<file path="config.mk">
export PLATFORM = sky130hd
export DESIGN_NAME = i2ct_slave
export DESIGN_NICKNAME = d
export VERILOG_FILES = /design/src/rtl/i2ct_pkg.sv /design/src/rtl/i2ct_sync.sv /design/src/rtl/i2ct_cond.sv /design/src/rtl/i2ct_fsm.sv /design/src/rtl/i2ct_slave.sv
export SDC_FILE = /design/constraint.sdc
export NUM_CORES = 1
export LEC_CHECK = 0
export ABC_AREA = 1
export BUFFER_PORTS_ARGS = -buffer_cell sky130_fd_sc_hd__clkbuf_2
export CORE_AREA = 2 2 67 117
export CTS_CLUSTER_DIAMETER = 100
export CTS_CLUSTER_SIZE = 25
export DETAILED_ROUTE_END_ITERATION = 8
export DIE_AREA = 0 0 69 119
export PLACE_DENSITY = 0.53
export SLEW_MARGIN = 20
export SYNTH_ARGS = -nofsm -noshare
export SYNTH_HDL_FRONTEND = slang
export SYNTH_SLANG_ARGS = --single-unit
export TNS_END_PERCENT = 20
</file>
<file path="constraint.sdc">
create_clock -name clk -period 1.7 [get_ports clk]
set_input_delay 0.34 -clock clk [delete_from_list [all_inputs] [get_ports clk]]
set_output_delay 0.34 -clock clk [all_outputs]
set_load 0.05 [all_outputs]
</file>
<file path="src/rtl/i2ct_pkg.sv">
package i2ct_pkg;

    typedef enum logic [2:0] {
        ST_IDLE,
        ST_ADDR,
        ST_ADDR_ACK,
        ST_TX,
        ST_TX_ACK,
        ST_PARK
    } i2ct_state_e;

    typedef struct packed {
        logic start;
        logic stop;
        logic scl_rise;
        logic scl_fall;
    } i2ct_evt_t;

endpackage

</file>
<file path="src/rtl/i2ct_sync.sv">
module i2ct_sync #(
    parameter int WIDTH  = 2,
    parameter int STAGES = 2
) (
    input  logic             clk,
    input  logic             rst_n,
    input  logic [WIDTH-1:0] d_in,
    output logic [WIDTH-1:0] q_out
);
    localparam int LAST = STAGES - 1;

    for (genvar g = 0; g < WIDTH; g++) begin : g_line
        logic [STAGES-1:0] chain;
        always_ff @(posedge clk or negedge rst_n) begin
            if (!rst_n) begin
                chain <= '1;
            end else begin
                chain <= {chain[STAGES-2:0], d_in[g]};
            end
        end
        assign q_out[g] = chain[LAST];
    end

endmodule

</file>
<file path="src/rtl/i2ct_cond.sv">
module i2ct_cond
    import i2ct_pkg::*;
(
    input  logic      clk,
    input  logic      rst_n,
    input  logic      scl_s,
    input  logic      sda_s,
    output i2ct_evt_t evt
);
    logic scl_d;
    logic sda_d;

    always_ff @(posedge clk or negedge rst_n) begin
        if (!rst_n) begin
            scl_d <= 1'b1;
            sda_d <= 1'b1;
        end else begin
            scl_d <= scl_s;
            sda_d <= sda_s;
        end
    end

    always_comb begin
        evt.start    = scl_s & scl_d & sda_d & ~sda_s;
        evt.stop     = scl_s & scl_d & ~sda_d & sda_s;
        evt.scl_rise = scl_s & ~scl_d;
        evt.scl_fall = ~scl_s & scl_d;
    end

endmodule

</file>
<file path="src/rtl/i2ct_fsm.sv">
module i2ct_fsm
    import i2ct_pkg::*;
#(
    parameter int         NUM_BYTES  = 2,
    parameter logic [6:0] SLAVE_ADDR = 7'h26
) (
    input  logic                   clk,
    input  logic                   rst_n,
    input  i2ct_evt_t              evt,
    input  logic                   scl_s,
    input  logic                   sda_s,
    input  logic [8*NUM_BYTES-1:0] buf_data,
    input  logic                   buf_valid,
    output logic                   sda_oe,
    output logic                   busy,
    output logic                   read_done
);
    localparam int IDX_W   = $clog2(NUM_BYTES + 1);
    localparam int BITS    = 8;
    localparam logic [IDX_W-1:0] LAST_IDX = IDX_W'(NUM_BYTES);

    i2ct_state_e       state_q;
    i2ct_state_e       state_d;
    logic [3:0]        bit_cnt;
    logic [7:0]        shift_q;
    logic [IDX_W-1:0]  byte_idx;
    logic              m_nack;
    logic              acked_any;
    logic              addr_hit;
    logic              byte_done;
    logic [7:0]        cur_byte;
    logic              stop_ev;

    assign stop_ev   = evt.stop;
    assign addr_hit  = (shift_q[7:1] == SLAVE_ADDR);
    assign byte_done = (bit_cnt == 4'(BITS));

    // byte selected for the next load; all ones when the buffer is not valid
    always_comb begin
        cur_byte = 8'hFF;
        for (int i = 0; i < NUM_BYTES; i++) begin
            if (byte_idx == IDX_W'(i) && buf_valid) begin
                cur_byte = buf_data[(NUM_BYTES-1-i)*8 +: 8];
            end
        end
    end

    // next-state logic
    always_comb begin
        state_d = state_q;
        if (evt.stop) begin
            state_d = ST_IDLE;
        end else if (evt.start) begin
            state_d = ST_ADDR;
        end else begin
            unique case (state_q)
                ST_IDLE: state_d = ST_IDLE;
                ST_ADDR: begin
                    if (evt.scl_fall && byte_done) begin
                        if (!addr_hit)       state_d = ST_IDLE;
                        else if (shift_q[0]) state_d = ST_ADDR_ACK;
                        else                 state_d = ST_PARK;
                    end
                end
                ST_ADDR_ACK: begin
                    if (evt.scl_fall) state_d = ST_TX;
                end
                ST_TX: begin
                    if (evt.scl_fall && byte_done) state_d = ST_TX_ACK;
                end
                ST_TX_ACK: begin
                    if (evt.scl_fall) begin
                        if (m_nack || byte_idx == LAST_IDX) state_d = ST_PARK;
                        else                                state_d = ST_TX;
                    end
                end
                ST_PARK: state_d = ST_PARK;
                default: state_d = ST_IDLE;
            endcase
        end
    end

    // state register
    always_ff @(posedge clk or negedge rst_n) begin
        if (!rst_n) state_q <= ST_IDLE;
        else        state_q <= state_d;
    end

    // outputs and datapath
    always_ff @(posedge clk or negedge rst_n) begin
        if (!rst_n) begin
            sda_oe    <= 1'b0;
            busy      <= 1'b0;
            read_done <= 1'b0;
            bit_cnt   <= '0;
            shift_q   <= '0;
            byte_idx  <= '0;
            m_nack    <= 1'b0;
            acked_any <= 1'b0;
        end else begin
            read_done <= 1'b0;
            if (evt.stop) begin
                sda_oe    <= 1'b0;
                busy      <= 1'b0;
                read_done <= acked_any;
                acked_any <= 1'b0;
            end else if (evt.start) begin
                sda_oe   <= 1'b0;
                bit_cnt  <= '0;
                shift_q  <= '0;
                byte_idx <= '0;
                m_nack   <= 1'b0;
            end else begin
                unique case (state_q)
                    ST_ADDR: begin
                        if (evt.scl_rise && !byte_done) begin
                            shift_q <= {shift_q[6:0], sda_s};
                            bit_cnt <= bit_cnt + 4'd1;
                        end
                        if (evt.scl_fall && byte_done) begin
                            bit_cnt <= '0;
                            if (addr_hit && shift_q[0]) begin
                                sda_oe <= 1'b1;
                                busy   <= 1'b1;
                            end
                        end
                    end
                    ST_ADDR_ACK: begin
                        if (evt.scl_fall) begin
                            shift_q <= cur_byte;
                            sda_oe  <= ~cur_byte[7];
                            bit_cnt <= '0;
                        end
                    end
                    ST_TX: begin
                        if (evt.scl_rise) begin
                            bit_cnt <= bit_cnt + 4'd1;
                        end
                        if (evt.scl_fall) begin
                            if (byte_done) begin
                                sda_oe  <= 1'b0;
                                bit_cnt <= '0;
                            end else begin
                                shift_q <= {shift_q[6:0], 1'b1};
                                sda_oe  <= ~shift_q[6];
                            end
                        end
                    end
                    ST_TX_ACK: begin
                        if (evt.scl_rise) begin
                            if (!sda_s) begin
                                acked_any <= 1'b1;
                                byte_idx  <= byte_idx + 1'b1;
                            end else begin
                                m_nack <= 1'b1;
                            end
                        end
                        if (evt.scl_fall && state_d == ST_TX) begin
                            shift_q <= cur_byte;
                            sda_oe  <= ~cur_byte[7];
                            bit_cnt <= '0;
                        end
                    end
                    ST_IDLE, ST_PARK: begin
                        sda_oe <= 1'b0;
                    end
                    default: sda_oe <= 1'b0;
                endcase
            end
        end
    end

    // SDA may only move while the clock line is low
    assert_oe_scl_low_R12: assert property (@(posedge clk) disable iff (!rst_n)
        (sda_oe != $past(sda_oe)) |-> !scl_s);

    // the slave drives only while acknowledging its address or sending data
    assert_oe_states_R2: assert property (@(posedge clk) disable iff (!rst_n)
        sda_oe |-> (state_q == ST_ADDR_ACK || state_q == ST_TX));

    // parked slave keeps the line released
    assert_park_released_R4: assert property (@(posedge clk) disable iff (!rst_n)
        (state_q == ST_PARK) |-> !sda_oe);

    // busy only starts together with an address acknowledge
    assert_busy_rise_R9: assert property (@(posedge clk) disable iff (!rst_n)
        $rose(busy) |-> (state_q == ST_ADDR_ACK));

    // completion pulse follows a STOP and lasts one cycle
    assert_done_after_stop_R10: assert property (@(posedge clk) disable iff (!rst_n)
        read_done |-> $past(stop_ev));

    assert_done_single_R10: assert property (@(posedge clk) disable iff (!rst_n)
        read_done |=> !read_done);

endmodule

</file>
<file path="src/rtl/i2ct_slave.sv">
module i2ct_slave
    import i2ct_pkg::*;
#(
    parameter int         NUM_BYTES   = 2,
    parameter logic [6:0] SLAVE_ADDR  = 7'h26,
    parameter int         SYNC_STAGES = 2
) (
    input  logic                   clk,
    input  logic                   rst_n,
    input  logic                   scl_i,
    input  logic                   sda_i,
    output logic                   sda_oe,
    input  logic [8*NUM_BYTES-1:0] buf_data,
    input  logic                   buf_valid,
    output logic                   busy,
    output logic                   read_done
);
    logic [1:0] line_s;
    i2ct_evt_t  evt;

    i2ct_sync #(
        .WIDTH (2),
        .STAGES(SYNC_STAGES)
    ) u_sync (
        .clk  (clk),
        .rst_n(rst_n),
        .d_in ({scl_i, sda_i}),
        .q_out(line_s)
    );

    i2ct_cond u_cond (
        .clk  (clk),
        .rst_n(rst_n),
        .scl_s(line_s[1]),
        .sda_s(line_s[0]),
        .evt  (evt)
    );

    i2ct_fsm #(
        .NUM_BYTES (NUM_BYTES),
        .SLAVE_ADDR(SLAVE_ADDR)
    ) u_fsm (
        .clk      (clk),
        .rst_n    (rst_n),
        .evt      (evt),
        .scl_s    (line_s[1]),
        .sda_s    (line_s[0]),
        .buf_data (buf_data),
        .buf_valid(buf_valid),
        .sda_oe   (sda_oe),
        .busy     (busy),
        .read_done(read_done)
    );

endmodule

</file>
==> results.cfg <==
[placement]
dp_hpwl_mm = 4.13
finalWeightedCongestion = 0.870
numPortBuffers = 23
place.detailed.instances = 397

[cts]
tritoncts = done
insertion_delay_ps = 270
cts_root_buf = clkbuf_16
hold_buf_cts = 0
cts_setup_buffers = 0
numClockSinks = 28
clock_path_buffers = 2
clock_slew_at_the_register_clock_pins_of_the_worst_setup_and_hold_paths_ps = 70
cts-resized-gates = 0
cts_htree_levels = 1
cts_inserted_buffers = 3

[timing]
final.setup_skew_ps = 5.63
worst_slew_pin_slew_ps = 373
layout_worst_path_cycle_share_pct = 93.6
report.final.slew_viol_count = 0
totalNegativeSetupSlack_ps = 0
worst_slew_margin_rel_pct = 75.1
period_needed_ps = 1590
hold_violations = 0
max_clock_freq_mhz = 628
setup_viol = 0
grt_setup_unrepaired = yes

[route]
route.vias.total = 1885
detail_route.vias_per_cell = 4.70
first_drt_iteration_drcs = 56
routed_wirelength_mm = 5.09
drc_errors = 0
routed_wire_length_per_instance_um = 12.7
route.antenna.remaining_nets = 0
drtPass1Iterations = 4

[floorplan]
initial_core_util_pct = 25.1
num_io_pins = 24
placeableCoreArea_mm2 = 0.00736
floorplan.die.width_um = 69
chipHeight_um = 119
fp.dieArea_mm2 = 0.00821
num_rows = 42

[run]
max_cap_viol_count = 0

[worst_setup_path]
timing.critical_path.from_type = register
worst_ep_required_time_ps = 1910
cp-end-kind = register
timing.setup.critical_path_class = register to register
worst-endpoint-arrival_ps = 1810
critical_path.max_fanout = 7

[finish]
area_growth_syn_to_layout_pct = 32.2
layout.filler_cells = 794
non_filler_instance_count_after_layout = 401
final_layout_size_suffix_gt1_share_pct = 31.6
n_antenna_cell = 0
fin_nets = 340
multiInputGateArea_mm2 = 0.00104
final_util_pct = 33.2
seqCellArea_um2 = 708

[global_routing]
residual_overflow_from_global_routing = 0
grt_util_all_layers_pct = 12.9
grt_first_pass_wirelength_mm = 8.38
grt_pass1_vias = 1842
grt_antenna_before_repair = 0
grt_max_degree = 29

[power]
p_int_mw = 1.82
seq_power_share_pct = 32.9
worst_ir_drop_vdd_mv = 0.505
power.clock.fraction_pct = 24.4
pwr_density_cell_mw_per_mm2 = 1210
switchingPower_mw = 1.13
p_leak_nw = 1.18
switching_share_pct = 38.2
combinationalPowerShare_pct = 42.7

[synthesis]
synth.yosys.warnings = 0
synth_async_sr_flop_share_pct = 100
ys.flop_type = dfrtp_1
syn_avg_cell_area_um2 = 7.16
synthDistinctLibCells = 29
yosys_register_bits = 28
synthesis.nets = 284
post_synthesis_cell_count = 258
synth_enable_flop_cells = 0
synth_area_mm2 = 0.00185
seq_area_frac_synth_pct = 38.3

[worst_hold_path]
worst_hold_path_type = input port to async pin

[run_status]
outcome = finished, final reports clean
## through the flow
stage	setup WS, ps	cell area, µm²	hold slack, ps	power [mW]
after floorplan	165	1850	44.4	1.82
after global placement	70.6	2310	347	2.20
after detailed placement	99.1	2310	347	2.21
after CTS	67.2	2410	80.9	2.94
after global routing	-5.06	2440	101	3.16
final	108	2440	57.8	2.95
## layout make-up
cell class,count,share of cell area (%)
multi-input combinational,201,42.6
sequential,28,29.0
timing repair buffer,56,15.9
tap,88,4.51
inverter,24,3.69
clock buffer,3,3.07
clock inverter,1,1.23
## power groups by stage
stage | clock, mW | sequential, mW | combinational (mW)
5_1_grt | 0.760 | 0.993 | 1.41
4_1_cts | 0.737 | 0.971 | 1.23
6_report | 0.719 | 0.971 | 1.26
3_5_place_dp | 0 | 0.982 | 1.22
2_1_floorplan | 0 | 0.988 | 0.828
3_3_place_gp | 0 | 0.980 | 1.22
## worst paths after layout
kind | startpoint | endpoint | slack, ps | cells past startpoint
worst max-delay path | u_fsm.bit_cnt[1] | u_fsm.bit_cnt[2] | 110 | 9
worst min-delay path | rst_n | u_fsm.read_done | 60 | 2
worst max register to register | u_fsm.bit_cnt[1] | u_fsm.bit_cnt[2] | 110 | 9
worst min register to register | u_sync.g_line[1].chain[0] | u_sync.g_line[1].chain[1] | 360 | 0
max in group asynchronous | rst_n | u_cond.sda_d | 1330 | 2
min in group clk | scl_i | u_sync.g_line[1].chain[0] | 140 | 1
## layout by cell type, fill, tap and decap left out, drive strengths merged
master	count
inv	24
a21boi	1
nor3	4
nand2	80
xor2	1
xnor2	1
nor2	31
ha	5
o211ai	8
o21ai	23
a31oi	4
dfrtp	22
buf	33
o22ai	1
nand3	27
bufinv	1
nand4	4
a21oi	10
or2	1
clkbuf	26
dfstp	6
## routing by layer
metal / global-route usage, % / vias up / part of all wire (%)
li1: - / 968 / -
met1: 12.0 / 847 / 35
met2: 25.5 / 53 / 56
met3: 1.10 / 17 / 3.0
met4: 8.82 / 0 / 5.7
met5: 0 / - / 0
## cell usage after synthesis (3+ instances only)
cell type	count	area (µm²)
nand2_1	78	293
nor2_1	27	101
nand3_1	26	130
dfrtp_1	22	551
inv_1	17	63.8
o21ai_0	12	60.1
a21oi_1	10	50.1
o211ai_1	8	60.1
inv_2	7	26.3
dfstp_2	6	158
o21ai_2	6	52.6
ha_1	5	62.6
o21ai_1	5	25.0
a31oi_1	4	25.0
nand4_1	4	25.0
buf_4	3	22.5
## logic make-up after synthesis
group	count (synthesis)	synth area share (%)
xor gates and xnor gates	2	0.949
AOI/OAI and AO/OA	47	15.5
DFF	28	38.3
buffers and inverters	29	6.98
adders and majority gates	5	3.39
and+or+nand+nor	147	34.8
## state kept, by name, summed over array words and instances, names as in the netlist
signal,flops
u_cond.scl_d,1
u_cond.sda_d,1
u_fsm.acked_any,1
u_fsm.bit_cnt,4
u_fsm.busy,1
u_fsm.byte_idx,2
u_fsm.m_nack,1
u_fsm.read_done,1
u_fsm.sda_oe,1
u_fsm.shift_q,8
u_fsm.state_q,3
u_sync.g_line.chain,4
## worst max-delay path, stage by stage (launching register included)
cell and delay (ps):
dfrtp_1 380, inv_1 70, ha_2 180, nand3_1 110, nor2_1 130, buf_4 170
nor2_2 70, nor3_4 260, nand2_1 90, nand2_1 70
Power figures use the tool's default switching activity.
